==> src/rtl/leaf_pkg.sv <==
package leaf_pkg;

    localparam int WORD_W = 64;
    localparam int CHK_W  = 8;
    localparam int HAM_W  = 7;
    localparam int CW_TOP = 71;   // highest single-error code position
    localparam int NBANK  = 4;
    localparam int BANK_W = $clog2(NBANK);

    typedef enum logic [2:0] {
        ST_IDLE,
        ST_ISSUE,
        ST_FILL,
        ST_DRAIN,
        ST_ERR
    } leaf_state_e;

    typedef struct packed {
        logic [WORD_W-1:0] data;
        logic              fixed;
        logic              bad;
    } word_res_t;

    // Spread data and check bits over code positions 1..CW_TOP.
    function automatic logic [CW_TOP:0] ham_place(input logic [WORD_W-1:0] d,
                                                  input logic [HAM_W-1:0]  c);
        logic [CW_TOP:0] cw;
        int k;
        int ci;
        cw = '0;
        k  = 0;
        ci = 0;
        for (int p = 1; p <= CW_TOP; p++) begin
            if ((p & (p - 1)) == 0) begin
                cw[p] = c[ci];
                ci++;
            end else begin
                cw[p] = d[k];
                k++;
            end
        end
        return cw;
    endfunction

    function automatic logic [WORD_W-1:0] ham_extract(input logic [CW_TOP:0] cw);
        logic [WORD_W-1:0] d;
        int k;
        d = '0;
        k = 0;
        for (int p = 1; p <= CW_TOP; p++) begin
            if ((p & (p - 1)) != 0) begin
                d[k] = cw[p];
                k++;
            end
        end
        return d;
    endfunction

    function automatic logic [HAM_W-1:0] ham_syndrome(input logic [CW_TOP:0] cw);
        logic [HAM_W-1:0] s;
        s = '0;
        for (int p = 1; p <= CW_TOP; p++) begin
            if (cw[p]) s = s ^ HAM_W'(p);
        end
        return s;
    endfunction

    function automatic word_res_t ecc_decode(input logic [WORD_W-1:0] d,
                                             input logic [CHK_W-1:0]  c);
        word_res_t        r;
        logic [CW_TOP:0]  cw;
        logic [HAM_W-1:0] s;
        logic             par;
        cw      = ham_place(d, c[HAM_W-1:0]);
        s       = ham_syndrome(cw);
        par     = (^d) ^ (^c);
        r.data  = d;
        r.fixed = 1'b0;
        r.bad   = 1'b0;
        if (par) begin
            if ((s & (s - HAM_W'(1))) == '0) begin
                r.fixed = 1'b1;            // a check bit or the parity bit flipped
            end else if (int'(s) <= CW_TOP) begin
                cw[s]   = ~cw[s];
                r.data  = ham_extract(cw);
                r.fixed = 1'b1;
            end else begin
                r.bad = 1'b1;
            end
        end else if (s != '0) begin
            r.bad = 1'b1;
        end
        return r;
    endfunction

endpackage

==> src/rtl/leaf_ecc_dec.sv <==
module leaf_ecc_dec
    import leaf_pkg::*;
(
    input  logic [WORD_W-1:0] word_i,
    input  logic [CHK_W-1:0]  chk_i,
    output word_res_t         res_o
);

    always_comb res_o = ecc_decode(word_i, chk_i);

endmodule

==> src/rtl/leaf_bank_mask.sv <==
module leaf_bank_mask #(
    parameter  int NB = 4,
    localparam int BW = $clog2(NB)
) (
    input  logic          clk,
    input  logic          rst,
    input  logic          load_i,
    input  logic [NB-1:0] fail_i,
    input  logic [BW-1:0] sel_i,
    output logic          off_o,
    output logic [NB-1:0] mask_o
);

    logic [NB-1:0] mask_q;

    always_ff @(posedge clk) begin
        if (rst)         mask_q <= '0;
        else if (load_i) mask_q <= fail_i;
    end

    assign off_o  = mask_q[sel_i];
    assign mask_o = mask_q;

endmodule

==> src/rtl/leaf_line_buf.sv <==
module leaf_line_buf
    import leaf_pkg::*;
#(
    parameter  int MEM_W    = 256,
    parameter  int BUS_W    = 128,
    parameter  int IN_BEATS = 2,
    localparam int WPB      = MEM_W / WORD_W,
    localparam int LINE_W   = MEM_W * IN_BEATS,
    localparam int NWORD    = LINE_W / WORD_W,
    localparam int OUTB     = LINE_W / BUS_W,
    localparam int WPO      = BUS_W / WORD_W,
    localparam int IN_IW    = (IN_BEATS > 1) ? $clog2(IN_BEATS) : 1,
    localparam int OUT_IW   = (OUTB > 1) ? $clog2(OUTB) : 1
) (
    input  logic                   clk,
    input  logic                   rst,
    input  logic                   cap_i,
    input  logic [IN_IW-1:0]       cap_idx_i,
    input  logic [MEM_W-1:0]       beat_data_i,
    input  logic [WPB*CHK_W-1:0]   beat_chk_i,
    input  logic [OUT_IW-1:0]      rd_idx_i,
    output logic [BUS_W-1:0]       rd_data_o,
    output logic                   rd_fixed_o,
    output logic                   rd_bad_o
);

    word_res_t         dec [WPB];
    logic [LINE_W-1:0] line_q;
    logic [NWORD-1:0]  fixed_q;
    logic [NWORD-1:0]  bad_q;

    for (genvar g = 0; g < WPB; g++) begin : g_dec
        leaf_ecc_dec u_dec (
            .word_i (beat_data_i[g*WORD_W +: WORD_W]),
            .chk_i  (beat_chk_i[g*CHK_W +: CHK_W]),
            .res_o  (dec[g])
        );
    end

    always_ff @(posedge clk) begin
        if (cap_i) begin
            for (int g = 0; g < WPB; g++) begin
                line_q[(int'(cap_idx_i)*WPB + g)*WORD_W +: WORD_W] <= dec[g].data;
            end
        end
    end

    always_ff @(posedge clk) begin
        if (rst) begin
            fixed_q <= '0;
            bad_q   <= '0;
        end else if (cap_i) begin
            for (int g = 0; g < WPB; g++) begin
                fixed_q[int'(cap_idx_i)*WPB + g] <= dec[g].fixed;
                bad_q[int'(cap_idx_i)*WPB + g]   <= dec[g].bad;
            end
        end
    end

    always_comb begin
        rd_data_o  = line_q[int'(rd_idx_i)*BUS_W +: BUS_W];
        rd_fixed_o = |fixed_q[int'(rd_idx_i)*WPO +: WPO];
        rd_bad_o   = |bad_q[int'(rd_idx_i)*WPO +: WPO];
    end

    // a stored word is never both corrected and uncorrectable
    p_word_flags_excl_r9: assert property (@(posedge clk) disable iff (rst)
        (fixed_q & bad_q) == '0);

endmodule

==> src/rtl/leaf_rd_ctrl.sv <==
module leaf_rd_ctrl
    import leaf_pkg::*;
#(
    parameter  int ADDR_W   = 32,
    parameter  int MEM_W    = 256,
    parameter  int BUS_W    = 128,
    parameter  int IN_BEATS = 2,
    parameter  int BANK_LSB = 7,
    localparam int WPB      = MEM_W / WORD_W,
    localparam int ECC_W    = WPB * CHK_W,
    localparam int LINE_W   = MEM_W * IN_BEATS,
    localparam int OUTB     = LINE_W / BUS_W,
    localparam int IN_IW    = (IN_BEATS > 1) ? $clog2(IN_BEATS) : 1,
    localparam int OUT_IW   = (OUTB > 1) ? $clog2(OUTB) : 1,
    localparam int CNT_W    = (IN_IW > OUT_IW) ? IN_IW : OUT_IW
) (
    input  logic              clk,
    input  logic              rst,
    input  logic              req_valid,
    output logic              req_ready,
    input  logic [ADDR_W-1:0] req_addr,
    input  logic              bist_valid,
    input  logic [NBANK-1:0]  bist_fail,
    output logic              mem_cmd_valid,
    output logic [ADDR_W-1:0] mem_cmd_addr,
    output logic [BANK_W-1:0] mem_cmd_bank,
    input  logic              mem_ce,
    input  logic              mem_rsp_valid,
    input  logic [MEM_W-1:0]  mem_rsp_data,
    input  logic [ECC_W-1:0]  mem_rsp_ecc,
    input  logic              bus_ce,
    output logic              out_valid,
    input  logic              out_ready,
    output logic [BUS_W-1:0]  out_data,
    output logic              out_last,
    output logic              out_err,
    output logic              out_corr,
    output logic              out_uncorr
);

    leaf_state_e       state_q, state_d;
    logic [CNT_W-1:0]  beat_q, beat_d;
    logic [ADDR_W-1:0] addr_q, addr_d;
    logic              bank_off;
    logic [NBANK-1:0]  bank_mask;
    logic              cap;
    logic              xfer;
    logic [BUS_W-1:0]  buf_data;
    logic              buf_fixed;
    logic              buf_bad;

    leaf_bank_mask #(.NB(NBANK)) u_mask (
        .clk    (clk),
        .rst    (rst),
        .load_i (bist_valid),
        .fail_i (bist_fail),
        .sel_i  (req_addr[BANK_LSB +: BANK_W]),
        .off_o  (bank_off),
        .mask_o (bank_mask)
    );

    leaf_line_buf #(.MEM_W(MEM_W), .BUS_W(BUS_W), .IN_BEATS(IN_BEATS)) u_buf (
        .clk         (clk),
        .rst         (rst),
        .cap_i       (cap),
        .cap_idx_i   (beat_q[IN_IW-1:0]),
        .beat_data_i (mem_rsp_data),
        .beat_chk_i  (mem_rsp_ecc),
        .rd_idx_i    (beat_q[OUT_IW-1:0]),
        .rd_data_o   (buf_data),
        .rd_fixed_o  (buf_fixed),
        .rd_bad_o    (buf_bad)
    );

    assign cap  = (state_q == ST_FILL) && mem_rsp_valid && mem_ce;
    assign xfer = out_valid && out_ready && bus_ce;

    always_comb begin
        state_d = state_q;
        beat_d  = beat_q;
        addr_d  = addr_q;
        case (state_q)
            ST_IDLE: if (req_valid) begin
                addr_d  = req_addr;
                beat_d  = '0;
                state_d = bank_off ? ST_ERR : ST_ISSUE;
            end
            ST_ISSUE: state_d = ST_FILL;
            ST_FILL: if (cap) begin
                if (beat_q == CNT_W'(IN_BEATS - 1)) begin
                    beat_d  = '0;
                    state_d = ST_DRAIN;
                end else begin
                    beat_d = beat_q + 1'b1;
                end
            end
            ST_DRAIN: if (xfer) begin
                if (beat_q == CNT_W'(OUTB - 1)) begin
                    beat_d  = '0;
                    state_d = ST_IDLE;
                end else begin
                    beat_d = beat_q + 1'b1;
                end
            end
            ST_ERR: if (xfer) state_d = ST_IDLE;
            default: state_d = ST_IDLE;
        endcase
    end

    always_ff @(posedge clk) begin
        if (rst) begin
            state_q <= ST_IDLE;
            beat_q  <= '0;
            addr_q  <= '0;
        end else begin
            state_q <= state_d;
            beat_q  <= beat_d;
            addr_q  <= addr_d;
        end
    end

    always_comb begin
        req_ready     = (state_q == ST_IDLE);
        mem_cmd_valid = (state_q == ST_ISSUE);
        mem_cmd_addr  = addr_q;
        mem_cmd_bank  = addr_q[BANK_LSB +: BANK_W];
        out_valid     = (state_q == ST_DRAIN) || (state_q == ST_ERR);
        out_err       = (state_q == ST_ERR);
        out_data      = (state_q == ST_DRAIN) ? buf_data : '0;
        out_corr      = (state_q == ST_DRAIN) && buf_fixed;
        out_uncorr    = (state_q == ST_DRAIN) && buf_bad;
        out_last      = (state_q == ST_ERR) ||
                        ((state_q == ST_DRAIN) && (beat_q == CNT_W'(OUTB - 1)));
    end

    // an accepted request blocks the next one
    p_accept_busy_r3: assert property (@(posedge clk) disable iff (rst)
        (req_valid && req_ready) |=> !req_ready);

    // a disabled bank gets an immediate error reply and no command
    p_off_bank_err_r4: assert property (@(posedge clk) disable iff (rst)
        (req_valid && req_ready && bank_off) |=> (out_valid && out_err && !mem_cmd_valid));

    // commands only reach enabled banks
    p_cmd_bank_on_r4: assert property (@(posedge clk) disable iff (rst)
        mem_cmd_valid |-> !bank_mask[mem_cmd_bank]);

    // a waiting beat holds its contents
    p_stall_hold_r7: assert property (@(posedge clk) disable iff (rst)
        (out_valid && !(out_ready && bus_ce)) |=>
            (out_valid && $stable(out_data) && $stable(out_last) && $stable(out_err)));

endmodule

==> config.mk <==
export PLATFORM = sky130hd
export DESIGN_NAME = leaf_rd_ctrl
export DESIGN_NICKNAME = d
export VERILOG_FILES = /design/src/rtl/leaf_pkg.sv /design/src/rtl/leaf_ecc_dec.sv /design/src/rtl/leaf_bank_mask.sv /design/src/rtl/leaf_line_buf.sv /design/src/rtl/leaf_rd_ctrl.sv
export SDC_FILE = /design/constraint.sdc
export NUM_CORES = 2
export LEC_CHECK = 0
export BUFFER_PORTS_ARGS = -buffer_cell sky130_fd_sc_hd__buf_2
export CORE_UTILIZATION = 35
export CTS_BUF_LIST = sky130_fd_sc_hd__clkbuf_4 sky130_fd_sc_hd__clkbuf_8 sky130_fd_sc_hd__clkbuf_16
export DETAILED_ROUTE_END_ITERATION = 16
export SYNTH_ARGS = -nofsm -noshare
export SYNTH_HDL_FRONTEND = slang
export SYNTH_SLANG_ARGS = --single-unit
==> constraint.sdc <==
create_clock -name clk -period 13.1 [get_ports clk]
set_input_delay 1.31 -clock clk [delete_from_list [all_inputs] [get_ports clk]]
set_output_delay 1.31 -clock clk [all_outputs]
set_load 0.02 [all_outputs]
==> summary.txt <==
Setup path
  • WS Path Type: reg2out
  • Critical path endpoint category: output port
  • Reg2reg setup slack: 7910 ps
  • CP Launch Type: register
  • CP cell instances: buf_4 > buf_12 > buf_4 > mux4_2 > and3_1 > buf_2
  • Crit path arrival time: between 4000 and 5000 ps
  • Critical Path RT: 11790 ps
  • CP max stage cell: dfxtp_4
  • Crit path largest cell delay: 890 ps
  • Critical-path maximum fanout: 130
  • Most used cell, CP: buf_4

Global routing
  • GRT busiest layer: met2
  • Initial antenna violation count: 44
  • Met1 GRT Util: 37.3%
  • Gr usage total: 25.9%
  • First-pass GRT wire length: a little over 200000 µm
  • GRT overflow: 0
  • Largest net degree at the start of global routing: 141
  • Vias in the first global route: approximately 28000
  • Routing usage on met3: 5.98%
  • Met2 usage: between 30% and 40%

Clock network
  • Clock latency on the worst-skew pair: 660 ps
  • H-tree depth: 3
  • Clock sinks: 569
  • TritonCTS clock tree: yes
  • Clk root buf: clkbuf_16
  • Post_cts resized: 0
  • Cts hold-fix bufs: 0
  • Post-CTS Setup Repair Bufs: 0
  • Clock buffer depth: 3
  • CTS buffer count: 68
  • Reg clk slew, reported paths: roughly 50 ps

Synth
  • Ys Warns: 0
  • Post-synth EDFFs: 512
  • Synth Area in Compound Gates: a little over a tenth
  • Area share of the largest cell type after synthesis: 40.6%
  • Cells after synthesis: 3341
  • Sequential-to-total area share from yosys stat: 43.6%
  • Post-Syn Area: 37900 µm²
  • Mux share of post-synthesis cell area: 13.8%
  • Top cells by area, synth: edfxtp_1 41%, mux4_2 8.8%, xnor2_1 7.7%
  • Post-Syn Nets: 3676
  • Yosys cell types: 85
  • Main synth FF type: edfxtp_1
  • Synthesized area per cell: 11.3 µm²
  • Ys async rst share: 0%
  • Synth Area in Simple Gates: 13.5%
  • Post-Synth XOR/XNOR Area: between 15 and 20%
  • Post-synthesis adder-cell area fraction: 0.205%
  • Area leader, netlist: edfxtp_1
  • Largest family of logic cells by synthesized area: XOR/XNOR gates
  • Synthesized flop and latch total: 569

Timing
  • Slew headroom: 14.2%
  • RSZ-0062 raised after global routing: no
  • Period minus WS final: a little over 6000 ps
  • Fmax: 0.165 GHz
  • Hold Fails Final Rpt: 0
  • Final Max Slew Viols: 0
  • Final setup vio count: 0
  • Layout Skew: between 30 and 40 ps
  • Worst-margin pin slew: roughly 1300 ps
  • Post-route setup slack: 7040 ps
  • Setup_tns: 0 ps
  • Tcrit/Tclk final: 46.3%

Floorplanning
  • Initial Util: 35.3%
  • Die extent in x: 331 µm
  • Die area: 110000 µm²
  • Die height: ~330 µm
  • Site Rows: 120
  • Io pins: around 500
  • Core area: between 100000 and 150000 µm²

Routing
  • Average wire per standard cell: 28.1 µm
  • DRT Pass-1 Iters: 6
  • Final WL: 146000 µm
  • DRT antenna net count: 0
  • Vias per std cell: 5.82
  • Drt drc: 0
  • Routed vias: 30200
  • DRT iter0 DRCs: 3637

Placed design
  • Post-DP HPWL: 108000 µm
  • Setup slack at placement: 7060 ps
  • Gp weighted congestion: 0.959
  • Placed cells: 5043
  • Port bufs: 500
  • DP Area: 41700 µm²

Cells and area
  • FILL cells: 10300
  • Synth-to-Final Area Change: 16.4%
  • Most frequent cells in the layout: 512 x edfxtp_1, 500 x buf_2, 350 x nor2_1
  • Layout Nets: 4045
  • Commonest non-fill, non-tap cell in the layout: edfxtp_1
  • Register area: 16500 µm²
  • Fin area: 44100 µm²
  • Share of cells above drive strength 1: ~25%
  • Multi-input logic area: 20300 µm²
  • Post-Layout Cell Count: 5190

Power and ir drop
  • P_leak: ~0.017 µW
  • Peak VDD IR: 265 µV
  • Pwr Density: 266 nW/µm²

Hold path
  • Classification of the worst-slack hold path: reg2reg

Outcome
  • Status: finished, final reports clean

Run
  • Max cap viols: 0
## power breakdown
group | internal, µW | switching [µW]
sequential | 2140 | 81.6
clock | 1220 | 823
combinational | 2380 | 5090
total | 5740 | 5990
## critical path: cells and delay by family, from the launching register on
kind | cells | cell delay, ps
flip-flops | 1 | 890
buffers and inverters | 4 | 2160
multiplexers | 1 | 660
AND/OR/NAND/NOR | 1 | 210
## flip-flops by register name (all words and copies together), names as in the netlist
name / cells
state_q: 3
u_buf.fixed_q: 8
u_mask.mask_o: 4
mem_cmd_addr: 32
u_buf.bad_q: 8
u_buf.line_q: 512
beat_q: 2
## metrics by stage
stage,utilization [%],total power (µW),hold slack [ps]
after floorplan,-,7330,436
after global placement,38.9,9540,439
after detailed placement,38.9,9550,443
after CTS,41.1,11600,451
after global routing,41.1,12200,471
final,41.1,11700,449
## logic make-up after synthesis
family,after synthesis
AO/OA/AOI/OAI,544
adder cells (fa/ha/maj),7
multiplexers,335
XOR/XNOR,503
AND/OR/NAND/NOR,1106
buffers and inverters,277
flip-flops,569
## synth_stat cells (all sizes together), types with 88 or more instances
master / instances
a21oi: 156
nand3: 119
clkbuf: 200
mux4: 148
and2: 91
xnor3: 88
and3: 153
edfxtp: 512
nand2: 288
mux2i: 160
nor2: 352
xnor2: 338
## worst paths after layout
kind                                 start                             to  cells after the start
max                 beat_q[0]$_SDFFE_PP0P_                    out_data[1]                      6
min          mem_cmd_addr[18]$_SDFFE_PP0P_  mem_cmd_addr[18]$_SDFFE_PP0P_                      2
max reg2reg         beat_q[0]$_SDFFE_PP0P_    u_buf.line_q[262]$_DFFE_PP_                      5
min reg2reg  mem_cmd_addr[18]$_SDFFE_PP0P_  mem_cmd_addr[18]$_SDFFE_PP0P_                      2
## area by class of cell
| cell class | instances | share of cell area (%) |
|---|---|---|
| Antenna cell | 21 | 0.119 |
| Clock buffer | 80 | 4.09 |
| Clock inverter | 46 | 1.33 |
| Inverter | 19 | 0.213 |
| Multi-Input combinational cell | 2495 | 46.1 |
| Sequential cell | 569 | 37.5 |
| Tap cell | 1403 | 3.98 |
| Timing Repair Buffer | 557 | 6.70 |
## layer usage
metal | up-vias | wire length, µm
li1 | 13200 | -
met4 | 26 | 5430
met3 | 279 | 14400
met5 | - | 152
met1 | 15100 | 62500
met2 | 1547 | 63500
Note: power is estimated with default switching activity, not from simulation.
